`src/rtl/nst_pkg.sv`:
```
package nst_pkg;
  localparam int NIB_W      = 4;
  localparam int FRAME_NIBS = 4;
  localparam int FRAME_W    = NIB_W * FRAME_NIBS;
  localparam int PC_W       = 14;

  typedef enum logic [1:0] {ST_IDLE, ST_ACC, ST_FIN} nst_state_e;
  typedef enum logic [1:0] {OP_PUSH, OP_RET, OP_RETI} nst_op_e;

  // frame = {status, carry, pc}; nibble 0 is the most significant
  function automatic logic [NIB_W-1:0] frame_nib(logic [FRAME_W-1:0] f, int idx);
    logic [FRAME_W-1:0] s;
    s = f >> (NIB_W * (FRAME_NIBS - 1 - idx));
    return s[NIB_W-1:0];
  endfunction
endpackage

```
`src/rtl/nst_addr.sv`:
```
module nst_addr #(
  parameter int ADDR_W  = 10,
  parameter int BASE    = 'h3C0,
  parameter int LEVELS  = 16,
  parameter int DEPTH_W = 5,
  parameter int CNT_W   = 2
) (
  input  logic [DEPTH_W-1:0] depth_i,
  input  logic               is_pop_i,
  input  logic [CNT_W-1:0]   idx_i,
  output logic [ADDR_W-1:0]  addr_o
);
  localparam int FN = nst_pkg::FRAME_NIBS;

  logic [DEPTH_W-1:0] lvl;
  int unsigned        off;

  always_comb begin
    // level 1 at the top of the region; push targets depth+1, pop targets depth
    lvl    = is_pop_i ? depth_i : depth_i + 1'b1;
    off    = FN * (LEVELS - int'(lvl)) + int'(idx_i);
    addr_o = ADDR_W'(BASE + off);
  end
endmodule

```
`src/rtl/nst_frame.sv`:
```
module nst_frame #(
  parameter int CNT_W = 2
) (
  input  logic                          clk_i,
  input  logic                          rst_ni,
  input  logic                          cap_i,
  input  logic [CNT_W-1:0]              cap_idx_i,
  input  logic [nst_pkg::NIB_W-1:0]     rdata_i,
  output logic [nst_pkg::FRAME_W-1:0]   frame_nx_o
);
  import nst_pkg::*;

  logic [NIB_W-1:0] nib_q  [FRAME_NIBS];
  logic [NIB_W-1:0] nib_nx [FRAME_NIBS];

  for (genvar g = 0; g < FRAME_NIBS; g++) begin : g_nib
    always_comb
      nib_nx[g] = (cap_i && int'(cap_idx_i) == g) ? rdata_i : nib_q[g];

    always_ff @(posedge clk_i or negedge rst_ni)
      if (!rst_ni) nib_q[g] <= '0;
      else         nib_q[g] <= nib_nx[g];

    assign frame_nx_o[FRAME_W-1-g*NIB_W -: NIB_W] = nib_nx[g];
  end
endmodule

```
`src/rtl/nst_ctrl.sv`:
```
module nst_ctrl #(
  parameter int LEVELS  = 16,
  parameter int DEPTH_W = 5,
  parameter int CNT_W   = 2
) (
  input  logic                clk_i,
  input  logic                rst_ni,
  input  logic                push_i,
  input  logic                ret_i,
  input  logic                reti_i,
  input  logic                rst_sp_i,
  output nst_pkg::nst_state_e state_o,
  output nst_pkg::nst_op_e    op_o,
  output logic [CNT_W-1:0]    cnt_o,
  output logic                err_o,
  output logic [DEPTH_W-1:0]  depth_o,
  output logic                ovf_o,
  output logic                unf_o,
  output logic                done_o
);
  import nst_pkg::*;

  localparam logic [CNT_W-1:0]   CNT_LAST = CNT_W'(FRAME_NIBS - 1);
  localparam logic [DEPTH_W-1:0] FULL     = DEPTH_W'(LEVELS);

  nst_state_e        state_q;
  nst_op_e           op_q;
  logic [CNT_W-1:0]  cnt_q;
  logic              err_q;

  always_ff @(posedge clk_i or negedge rst_ni) begin
    if (!rst_ni) begin
      state_q <= ST_IDLE;
      op_q    <= OP_PUSH;
      cnt_q   <= '0;
      err_q   <= 1'b0;
      depth_o <= '0;
      ovf_o   <= 1'b0;
      unf_o   <= 1'b0;
      done_o  <= 1'b0;
    end else begin
      done_o <= 1'b0;
      unique case (state_q)
        ST_IDLE: begin
          cnt_q <= '0;
          if (push_i) begin
            op_q    <= OP_PUSH;
            err_q   <= (depth_o == FULL);
            state_q <= (depth_o == FULL) ? ST_FIN : ST_ACC;
          end else if (ret_i || reti_i) begin
            op_q    <= reti_i ? OP_RETI : OP_RET;
            err_q   <= (depth_o == '0);
            state_q <= (depth_o == '0) ? ST_FIN : ST_ACC;
          end
        end
        ST_ACC: begin
          cnt_q <= cnt_q + 1'b1;
          if (cnt_q == CNT_LAST) state_q <= ST_FIN;
        end
        ST_FIN: begin
          state_q <= ST_IDLE;
          done_o  <= 1'b1;
          if (err_q) begin
            if (op_q == OP_PUSH) ovf_o <= 1'b1;
            else                 unf_o <= 1'b1;
          end else if (op_q == OP_PUSH) begin
            depth_o <= depth_o + 1'b1;
          end else begin
            depth_o <= depth_o - 1'b1;
          end
        end
        default: state_q <= ST_IDLE;
      endcase
      if (rst_sp_i) begin
        depth_o <= '0;
        ovf_o   <= 1'b0;
        unf_o   <= 1'b0;
      end
    end
  end

  assign state_o = state_q;
  assign op_o    = op_q;
  assign cnt_o   = cnt_q;
  assign err_o   = err_q;
endmodule

```
`src/rtl/nib_stack.sv`:
```
module nib_stack #(
  parameter int ADDR_W = 10,
  parameter int BASE   = 'h3C0,
  parameter int LEVELS = 16,
  localparam int DEPTH_W = $clog2(LEVELS + 1),
  localparam int CNT_W   = $clog2(nst_pkg::FRAME_NIBS)
) (
  input  logic                      clk_i,
  input  logic                      rst_ni,
  input  logic                      push_i,
  input  logic                      ret_i,
  input  logic                      reti_i,
  input  logic                      rst_sp_i,
  input  logic [nst_pkg::PC_W-1:0]  pc_i,
  input  logic                      st_i,
  input  logic                      ca_i,
  output logic [nst_pkg::PC_W-1:0]  pc_o,
  output logic                      st_o,
  output logic                      ca_o,
  output logic                      done_o,
  output logic                      busy_o,
  output logic [DEPTH_W-1:0]        depth_o,
  output logic                      ovf_o,
  output logic                      unf_o,
  output logic                      mem_we_o,
  output logic                      mem_re_o,
  output logic [ADDR_W-1:0]         mem_addr_o,
  output logic [nst_pkg::NIB_W-1:0] mem_wdata_o,
  input  logic [nst_pkg::NIB_W-1:0] mem_rdata_i
);
  import nst_pkg::*;

  nst_state_e         state;
  nst_op_e            op;
  logic [CNT_W-1:0]   cnt;
  logic               err;
  logic [FRAME_W-1:0] tx_q;
  logic [FRAME_W-1:0] rx_nx;
  logic               rd_pend_q;
  logic [CNT_W-1:0]   rd_idx_q;

  nst_ctrl #(.LEVELS(LEVELS), .DEPTH_W(DEPTH_W), .CNT_W(CNT_W)) u_ctrl (
    .clk_i, .rst_ni, .push_i, .ret_i, .reti_i, .rst_sp_i,
    .state_o(state), .op_o(op), .cnt_o(cnt), .err_o(err),
    .depth_o, .ovf_o, .unf_o, .done_o
  );

  nst_addr #(.ADDR_W(ADDR_W), .BASE(BASE), .LEVELS(LEVELS),
             .DEPTH_W(DEPTH_W), .CNT_W(CNT_W)) u_addr (
    .depth_i(depth_o), .is_pop_i(op != OP_PUSH), .idx_i(cnt), .addr_o(mem_addr_o)
  );

  nst_frame #(.CNT_W(CNT_W)) u_frame (
    .clk_i, .rst_ni, .cap_i(rd_pend_q), .cap_idx_i(rd_idx_q),
    .rdata_i(mem_rdata_i), .frame_nx_o(rx_nx)
  );

  assign busy_o      = (state != ST_IDLE);
  assign mem_we_o    = (state == ST_ACC) && (op == OP_PUSH);
  assign mem_re_o    = (state == ST_ACC) && (op != OP_PUSH);
  assign mem_wdata_o = frame_nib(tx_q, int'(cnt));

  always_ff @(posedge clk_i or negedge rst_ni) begin
    if (!rst_ni) begin
      tx_q      <= '0;
      rd_pend_q <= 1'b0;
      rd_idx_q  <= '0;
      pc_o      <= '0;
      st_o      <= 1'b0;
      ca_o      <= 1'b0;
    end else begin
      rd_pend_q <= mem_re_o;
      rd_idx_q  <= cnt;
      if (state == ST_IDLE && push_i) tx_q <= {st_i, ca_i, pc_i};
      // last nibble lands during FIN; rx_nx already merges it
      if (state == ST_FIN && !err && op != OP_PUSH) begin
        pc_o <= rx_nx[PC_W-1:0];
        if (op == OP_RETI) begin
          st_o <= rx_nx[FRAME_W-1];
          ca_o <= rx_nx[FRAME_W-2];
        end else begin
          st_o <= st_i;
          ca_o <= ca_i;
        end
      end
    end
  end
endmodule

```
`config.mk`:
```
export PLATFORM = sky130hd
export DESIGN_NAME = nib_stack
export DESIGN_NICKNAME = d
export VERILOG_FILES = /design/src/rtl/nst_pkg.sv /design/src/rtl/nst_addr.sv /design/src/rtl/nst_frame.sv /design/src/rtl/nst_ctrl.sv /design/src/rtl/nib_stack.sv
export SDC_FILE = /design/constraint.sdc
export NUM_CORES = 1
export LEC_CHECK = 0
export BUFFER_PORTS_ARGS = -buffer_cell sky130_fd_sc_hd__buf_2
export CAP_MARGIN = 25
export CORE_MARGIN = 2
export CORE_UTILIZATION = 58
export DETAILED_ROUTE_END_ITERATION = 12
export PLACE_DENSITY = 0.85
export SLEW_MARGIN = 25
export SYNTH_ARGS = -nofsm -noshare
export SYNTH_HDL_FRONTEND = slang
export SYNTH_SLANG_ARGS = --single-unit
```
`constraint.sdc`:
```
create_clock -name clk_i -period 5.8 [get_ports clk_i]
set_clock_uncertainty 0.1 [all_clocks]
set_input_delay 0 -clock clk_i [delete_from_list [all_inputs] [get_ports clk_i]]
set_output_delay 0 -clock clk_i [all_outputs]
set_load 0.005 [all_outputs]
```
After elaboration in Yosys (flattened, before gate mapping)

Index checks and enable logic that the tools add are counted.

Shift operators: 1
Equal/unequal tests: 12
Add/subtract/negate cells: 7
Reduce and logical (&&, ||, !) cells: 27
Multiplexer cells: 32

Operator list:

| operator                 | number |
|---|---|
| $shr A16 B32 Y4          | 1 |
| $mux W5                  | 5 |
| $mux W2                  | 8 |
| $mux W4                  | 4 |
| $reduce_bool A2 Y1       | 7 |
| $mux W1                  | 13 |
| $add A10 B10 Y10 const A | 1 |
| $add A10 B3 Y10          | 1 |
| $eq A2 B2 Y1 const B     | 5 |
| $logic_and A1 B1 Y1      | 9 |
| $pmux W2 S2              | 2 |
| $logic_not A2 Y1         | 3 |
| $reduce_and A2 Y1        | 3 |
| $reduce_and A3 Y1        | 2 |
| $sub A5 B5 Y6 const A    | 1 |
| $add A5 B1 Y5 const B    | 1 |
| $eq A5 B5 Y1 const B     | 1 |
| $logic_not A5 Y1         | 1 |
| $sub A5 B1 Y5 const B    | 1 |
| $eq A2 B1 Y1 const B     | 2 |
| $ne A2 B2 Y1 const B     | 2 |
| $ne A3 B2 Y1 const B     | 1 |
| $sub A2 B2 Y3 const A    | 1 |
| $add A2 B1 Y2 const B    | 1 |
| other kinds (3)          | 3 |

Flip-flop bits (word level): 66
Input port bits: 26

Depth between registers and ports, before layout

Gate-level depths: netlist (run 1).

Depth in word-level cells: 5
Gate-level depth with buffers: 12

Cells and area by module

Synthesis (run 1) repeated with hierarchy kept, for this count alone.

Cells, all modules: 233
Area total of the unflattened synthesis: 3180.6 um^2

By module, submodules not included:

| module    | area each (um^2) | times used | cells each |
|---|---|---|---|
| nib_stack | 1515.2           | 1          | 86 |
| nst_ctrl  | 809.5            | 1          | 83 |
| nst_frame | 619.3            | 1          | 36 |
| nst_addr  | 236.5            | 1          | 28 |

Worst setup path before layout (run 1)

Ideal clock, no wire load.

Path type: reg-to-output
Start point: register u_ctrl.depth_o[0]
End point: output port mem_addr_o[9]
Arrival time: 2.037 ns
Data required time: 5.700 ns
Cell stages (with the launch flop): 10
Slack: 3.663 ns
Cells stage by stage: dfrtp_1 -> inv_1 -> ha_1 -> mux2i_1 -> ha_1 -> o211ai_1 -> xor2_1 -> ha_1 -> inv_1 -> buf_4

Longest elaborated chain between the ends: 5

RTL lines:

| what                     | RTL line        | text |
|---|---|---|
| start: declaration       | nst_ctrl.sv:16  | `output logic [DEPTH_W-1:0] depth_o,` |
| start signal: assignment | nst_ctrl.sv:67  | `depth_o <= depth_o + 1'b1;` |
| start signal: assignment | nst_ctrl.sv:69  | `depth_o <= depth_o - 1'b1;` |
| $add A5 B1 Y5            | nst_addr.sv:20  | `lvl = is_pop_i ? depth_i : depth_i + 1'b1;` |
| $mux W5 *                | nst_addr.sv:20  |  |
| $sub A5 B5 Y6 *          | nst_addr.sv:21  | `off = FN * (LEVELS - int'(lvl)) + int'(idx_i);` |
| $add A10 B3 Y10 *        | nst_addr.sv:21  |  |
| $add A10 B10 Y10 *       | nst_addr.sv:22  | `addr_o = ADDR_W'(BASE + off);` |
| end: declaration         | nib_stack.sv:27 | `output logic [ADDR_W-1:0] mem_addr_o,` |

Mark *: on every way between the ends. The rest lies on a longest branch, timed or not.

Final worst setup path (run 1)

Start point: register u_ctrl.op_q[0] (netlist: u_ctrl.op_o[0])
End point: output port mem_addr_o[7]

Longest elaborated chain between the ends: 5

RTL lines:

| what                     | RTL line        | text |
|---|---|---|
| start: declaration       | nst_ctrl.sv:27  | `nst_op_e op_q;` |
| start signal: assignment | nst_ctrl.sv:51  | `op_q <= reti_i ? OP_RETI : OP_RET;` |
| $reduce_bool A2 Y1       | nib_stack.sv:50 | `.depth_i(depth_o), .is_pop_i(op != OP_PUSH), .idx_i(cnt), .addr_o(mem_addr_o)` |
| $mux W5                  | nst_addr.sv:20  |  |
| $sub A5 B5 Y6            | nst_addr.sv:21  |  |
| $add A10 B3 Y10          | nst_addr.sv:21  |  |
| $add A10 B10 Y10         | nst_addr.sv:22  |  |

Every way passes these cells.

==> flow_summary.yaml, run 1 <==
clocking:
  cts_sinks: 66
  clock_path_buffers: 2
  numCtsBuffers: 9
  cts_max_level: 3
  clk_latency_ps: 340
  cts_resized: 0
  cts_root_buf: "clkbuf_8"
  cts_tree: "built"
  clk_pin_slew_ps: 70
layout:
  drive_above_1_share_pct: 38.0
  regArea_sq_um: 1650
  final_nets: 358
  nFillCells: 344
  multi_input_area_sq_um: 1330
  antenna_cells: 0
  area_growth_pct: 26.9
  layoutNonFillerInstCount: 402
floorplan:
  pin_count: 67
  die_x_microns: 76.9
  coreArea_sq_um: 5110
  core.rowCount: 26
  die-area_sq_um: 5920
  initial_utilization_pct: 60.4
  dieHeight_microns: 76.9
logic_synthesis:
  syn_inst: 234
  synth_edf_count: 0
  synth_most_common_cell: "dfrtp_1"
  yosysWarnings: 0
  synth_seq_cells: 66
  synth_top_area_cell: "dfrtp_1"
  syn_area_per_cell_sq_um: 13.2
  yosysTopAreaCellShare_pct: 53.5
  ys_dominant_reg_cell: "dfrtp_1"
  synth_cell_type_count: 48
  syn_area_sq_um: 3080
  synth_commonest_cells: "dfrtp_1, mux2_2, mux2_1, nor2_1"
  synth-seq-area-share_pct: 53.5
  ys_async_sr_fraction_pct: 100
  syn_nets: 265
  ys_top_cells_by_area: "dfrtp_1, mux2_2, mux2_1"
critical_path:
  crit_type: "flip-flop to primary output"
  critical_path_peak_fanout: 11
  arrival_ps: 2830
  cp.required_ps: 5700
  startpoint_type: "flip-flop"
  endpoint_kind: "primary output"
timing:
  fin_crit_sh_pct: 50.5
  setup_viol: 0
  max_slew_margin_pct: 46.5
  finalCriticalPeriod_ps: 2930
  slew_viol_final: 0
  rsz0062_at_grt: "false"
  layout_setup_ws_ps: 2870
  worstMarginPinSlew_ps: 803
  finalSetupTns_ps: 0
  fmax_mhz: 341
  finalHoldViolations: 0
routing:
  wl_per_cell_microns: 16.4
  firstDrtPassIters: 4
  via_per_inst: 5.42
  drtIter0Drc: 91
  drcViolationCount: 0
  ant_nets: 0
  via_count: 2178
  routed_wl_microns: 6590
global_routing:
  grt_pass1_wl_microns: 11000
  track_usage_pct: 24.2
  grt_max_degree: 67
  grt_overflow: 0
  grt_pass1_vias: 2298
  antenna_found_initial: 0
placed_design:
  hpwlAfterDp_microns: 4130
  portBuffers: 66
  dp_slack_ps: 3260
  gp_congestion: 0.881
  dp.cells: 359
flow_run:
  drv_cap: 0
pwr:
  cellLeakagePower_uw: 0.00182
  peakVddDrop_mv: 0.324
  power.density_nw_per_um2: 537
  finalPower_uw: 2100
outcome:
  status: "finished, final reports clean"
min_path:
  worstHoldPathType: "input pin to asynchronous set/reset pin"
[layer usage]
metal  track usage (%)  vias to the layer above  wire length [microns]
met5                 0                        -                      0
met4              13.1                        0                    231
met3              3.65                       21                    204
li1                  -                     1023                      -
met1              29.5                     1067                   2760
met2              41.5                       67                   3390
[state kept, by name, indices dropped and copies added, names as in the netlist]
signal and cells:
tx_q 16, u_frame.nib_q 16, pc_o 14, u_ctrl.depth_o 5
rd_idx_q 2, u_ctrl.cnt_o 2, u_ctrl.op_o 2, u_ctrl.state_o 2
ca_o 1, rd_pend_q 1, st_o 1, u_ctrl.done_o 1
u_ctrl.err_o 1, u_ctrl.ovf_o 1, u_ctrl.unf_o 1
[power by group]
group	internal, uW	switching [uW]	leakage [uW]
logic	479	377	0.000912
registers	671	155	0.000796
clock network	252	167	0.000109
[layout by cell type, fill, tap and decap left out, types with 4 or more instances in the layout]
| cell | n |
|---|---|
| mux2_2 | 22 |
| nand3_1 | 6 |
| mux2_4 | 10 |
| nor2b_1 | 5 |
| mux2_1 | 16 |
| xnor2_1 | 8 |
| mux4_2 | 4 |
| nand2_1 | 10 |
| ha_1 | 5 |
| o21ai_0 | 5 |
| inv_1 | 6 |
| clkbuf_8 | 10 |
| dfrtp_1 | 66 |
| dlygate4sd3_1 | 27 |
| a21oi_1 | 8 |
| buf_2 | 66 |
| nor2_1 | 13 |
[critical path, stage by stage, from the launching register on]
cell	delay, ps
dfrtp_1	470
nor2_1	640
xnor2_1	210
inv_1	70
ha_1	240
o211ai_1	300
xor2_1	190
ha_1	240
buf_2	120
[cells by family after synthesis]
logic type | synth area share [%]
AOI/OAI and AO/OA | 6.09
xor gates and xnor gates | 2.56
adders and majority gates | 2.03
buffers and inverters | 3.45
DFF | 53.5
muxes | 22.0
and+or+nand+nor | 10.3
[timing repair]
action,4_1_cts,5_1_grt
hold buffers,27,0
endpoints found under the hold margin,120,0
setup buffers,0,0
[path summary, 6_finish.rpt]
check	start	end	slack, ps	cells past startpoint
max reg2reg	u_ctrl.op_o[0]	u_ctrl.depth_o[3]	3730	4
min	rst_ni	pc_o[7]	270	3
min in group clk_i	pc_i[13]	tx_q[13]	310	3
max in group asynchronous	rst_ni	pc_o[3]	4800	3
min reg2reg	tx_q[7]	tx_q[7]	380	1
max	u_ctrl.op_o[0]	mem_addr_o[7]	2870	8
[area by class of cell]
type | instances | area share (%)
repair buffers | 94 | 15.5
clock inverters | 5 | 1.98
flip-flops and latches | 66 | 42.2
well taps | 70 | 2.24
multi-input cells | 150 | 33.9
clock buffers | 11 | 3.61
inverters | 6 | 0.575
[stage by stage]
step                      area [sq um]  util [%]  hold WS, ps
after floorplan                   3080         -         -396
after global placement            3430      67.1          118
after detailed placement          3430      67.1          123
after CTS                         3920      76.7          296
after global routing              3920      76.7          323
final                             3920      76.7          267
Note: power is estimated with default switching activity, not from simulation.
==> run 2: changes to the inputs <==
--- a/config.mk
+++ b/config.mk
@@ -8,9 +8,9 @@
 export BUFFER_PORTS_ARGS = -buffer_cell sky130_fd_sc_hd__buf_2
 export CAP_MARGIN = 25
 export CORE_MARGIN = 2
-export CORE_UTILIZATION = 58
+export CORE_UTILIZATION = 54
 export DETAILED_ROUTE_END_ITERATION = 12
-export PLACE_DENSITY = 0.85
+export PLACE_DENSITY = 0.8
 export SLEW_MARGIN = 25
 export SYNTH_ARGS = -nofsm -noshare
 export SYNTH_HDL_FRONTEND = slang
==> constraint.sdc (replaced) <==
create_clock -name clk_i -period 2.9 [get_ports clk_i]
set_clock_uncertainty 0.1 [all_clocks]
set_input_delay 0 -clock clk_i [delete_from_list [all_inputs] [get_ports clk_i]]
set_output_delay 0 -clock clk_i [all_outputs]
set_load 0.005 [all_outputs]
==> run 2 against run 1 <==
Against the previous run: register-to-register slack lost 2800 ps; clock power is 97% higher; worst hold slack got worse by 210 ps.
==> flow_summary.yaml, run 2 (same netlist as run 1, synthesis figures left out) <==
placed_design:
  hpwlAfterDp_microns: 4230
  dpl_cell_area_sq_um: 3440
  gp_congestion: 0.907
  portBuffers: 66
  dp_slack_ps: 560
floorplan:
  pin_count: 67
  initial_utilization_pct: 56.0
  coreArea_sq_um: 5510
  die_x_microns: 79.6
  die-area_sq_um: 6330
  core.rowCount: 27
  dieHeight_microns: 79.6
critical_path:
  cpMostUsedCell: "ha_1"
  crit_path_cell_trace: "inv_1 -> ha_1 -> mux2i_1 -> ha_1 -> nand4_1 -> o211ai_1 -> xor2_1 -> ha_1 -> buf_2"
  startpoint_type: "flip-flop"
  critical_path_peak_fanout: 8
  r2r_cells: 5
  path_delay_family: "adder cells"
  rrSetupSlack_ps: 910
  crit_type: "flip-flop to primary output"
  cp.required_ps: 2800
  slowest_stage: "dfrtp_2"
  endpoint_kind: "primary output"
  reg2reg_from: "u_ctrl.op_o[0]"
  r2r_end: "u_ctrl.depth_o[3]"
  cpPeakStageDelay_ps: 450
  arrival_ps: 2620
  worst-path-buf-inv: 2
routing:
  dr_wl_met2_microns: 3080
  via_per_inst: 5.37
  drtIter0Drc: 91
  routed_wl_microns: 6380
  ant_nets: 0
  drcViolationCount: 0
  wl_per_cell_microns: 15.8
  met3_length_microns: 203
  firstDrtPassIters: 4
  via_count: 2165
  top_layer_used: "met4"
  wirelength_met1_microns: 2960
global_routing:
  grt_pass1_wl_microns: 10500
  antenna_found_initial: 0
  grt_max_degree: 45
  grt_overflow: 0
  track_usage_pct: 21.7
  grt_pass1_vias: 2224
timing:
  max_slew_margin_pct: 49.5
  hold-worst-slack_ps: 61.1
  rsz0062_at_grt: "false"
  finalHoldViolations: 0
  layout_setup_ws_ps: 180
  finalCriticalPeriod_ps: 2720
  worstMarginPinSlew_ps: 758
  fmax_mhz: 368
  finalSetupTns_ps: 0
  fin_crit_sh_pct: 93.8
  setup_viol: 0
  slew_viol_final: 0
outcome:
  status: "finished, final reports clean"
pwr:
  switchingPower_uw: 1360
  p_clk_share_pct: 19.8
  power.density_nw_per_um2: 1060
  p_sw_share_pct: 32.6
  cellLeakagePower_uw: 0.00181
  pwr-share-comb_pct: 40.8
  internal_power_uw: 2810
  peakVddDrop_mv: 0.549
  p_seq_share_pct: 39.4
flow_run:
  drv_cap: 0
layout:
  drive_above_1_share_pct: 38.4
  final_nets: 359
  top_regs: "tx_q x16, u_frame.nib_q x16, pc_o x14"
  layout_commonest_cell: "buf_2"
  area_growth_pct: 26.9
  finalInstanceArea_sq_um: 3920
  most-common-layout-cells: "buf_2, dfrtp_1, dlygate4sd3_1"
  antenna_cells: 0
min_path:
  worstHoldPathType: "input pin to asynchronous set/reset pin"
clocking:
  cts_root_buf: "clkbuf_8"
  cts_sinks: 66
  cts_max_level: 3
  cts_tree: "built"
  numCtsBuffers: 9
  clk_latency_ps: 330
  clk_pin_slew_ps: 70
  clock_path_buffers: 2
run 2: layout make-up:
class                           count  area [sq um]
Clock buffer                       11           141
Timing Repair Buffer               95           616
Sequential cell                    66          1650
Tap cell                           72          90.1
Multi-Input combinational cell    150          1330
Fill cell                         385          1590
Inverter                            6          22.5
Clock inverter                      3          65.1
run 2: worst register-to-register path, stage by stage (launching register included):
cell	delay, ps
dfrtp_1	510
nor2_1	150
buf_4	200
or4_1	430
a21oi_1	160
mux2_1	330
run 2: worst max-delay path by stage:
stage                                  from             to  cells past startpoint
after global placement    u_ctrl.depth_o[0]  mem_addr_o[7]                      8
final                     u_ctrl.depth_o[0]  mem_addr_o[7]                      9
after CTS                 u_ctrl.depth_o[0]  mem_addr_o[7]                      9
after detailed placement  u_ctrl.depth_o[0]  mem_addr_o[7]                      9
after floorplan           u_ctrl.depth_o[0]  mem_addr_o[9]                      9
after global routing      u_ctrl.depth_o[0]  mem_addr_o[7]                      9
run 2: metal layers:
metal | track usage, % | vias to the layer above
met3 | 3.96 | 14
li1 | - | 1024
met4 | 9.83 | 0
met2 | 35.2 | 53
met1 | 28.3 | 1074
met5 | 0 | -
run 2: through the flow:
stage,instances,power [uW],utilization [%]
floorplan,234,2770,-
global placement,362,3240,62.4
detailed placement,362,3310,62.4
CTS,403,4190,71.1
global route,403,4480,71.1
finish,403,4170,71.1
run 2: power groups by stage:
stage | Clock, uW | Combinational, uW | Sequential, uW
after floorplan | 0 | 1210 | 1560
after global placement | 0 | 1600 | 1630
after global routing | 870 | 1900 | 1700
after detailed placement | 0 | 1650 | 1660
final | 824 | 1700 | 1640
after CTS | 836 | 1710 | 1640
run 2: timing repair:
| item | 4_1_cts | 5_1_grt |
|---|---|---|
| setup endpoints to repair | 0 | 3 |
| buffers inserted | 0 | 0 |
| gates resized for setup | 0 | 2 |
| endpoints found under the hold margin | 69 | 0 |
| hold buffers | 27 | 0 |
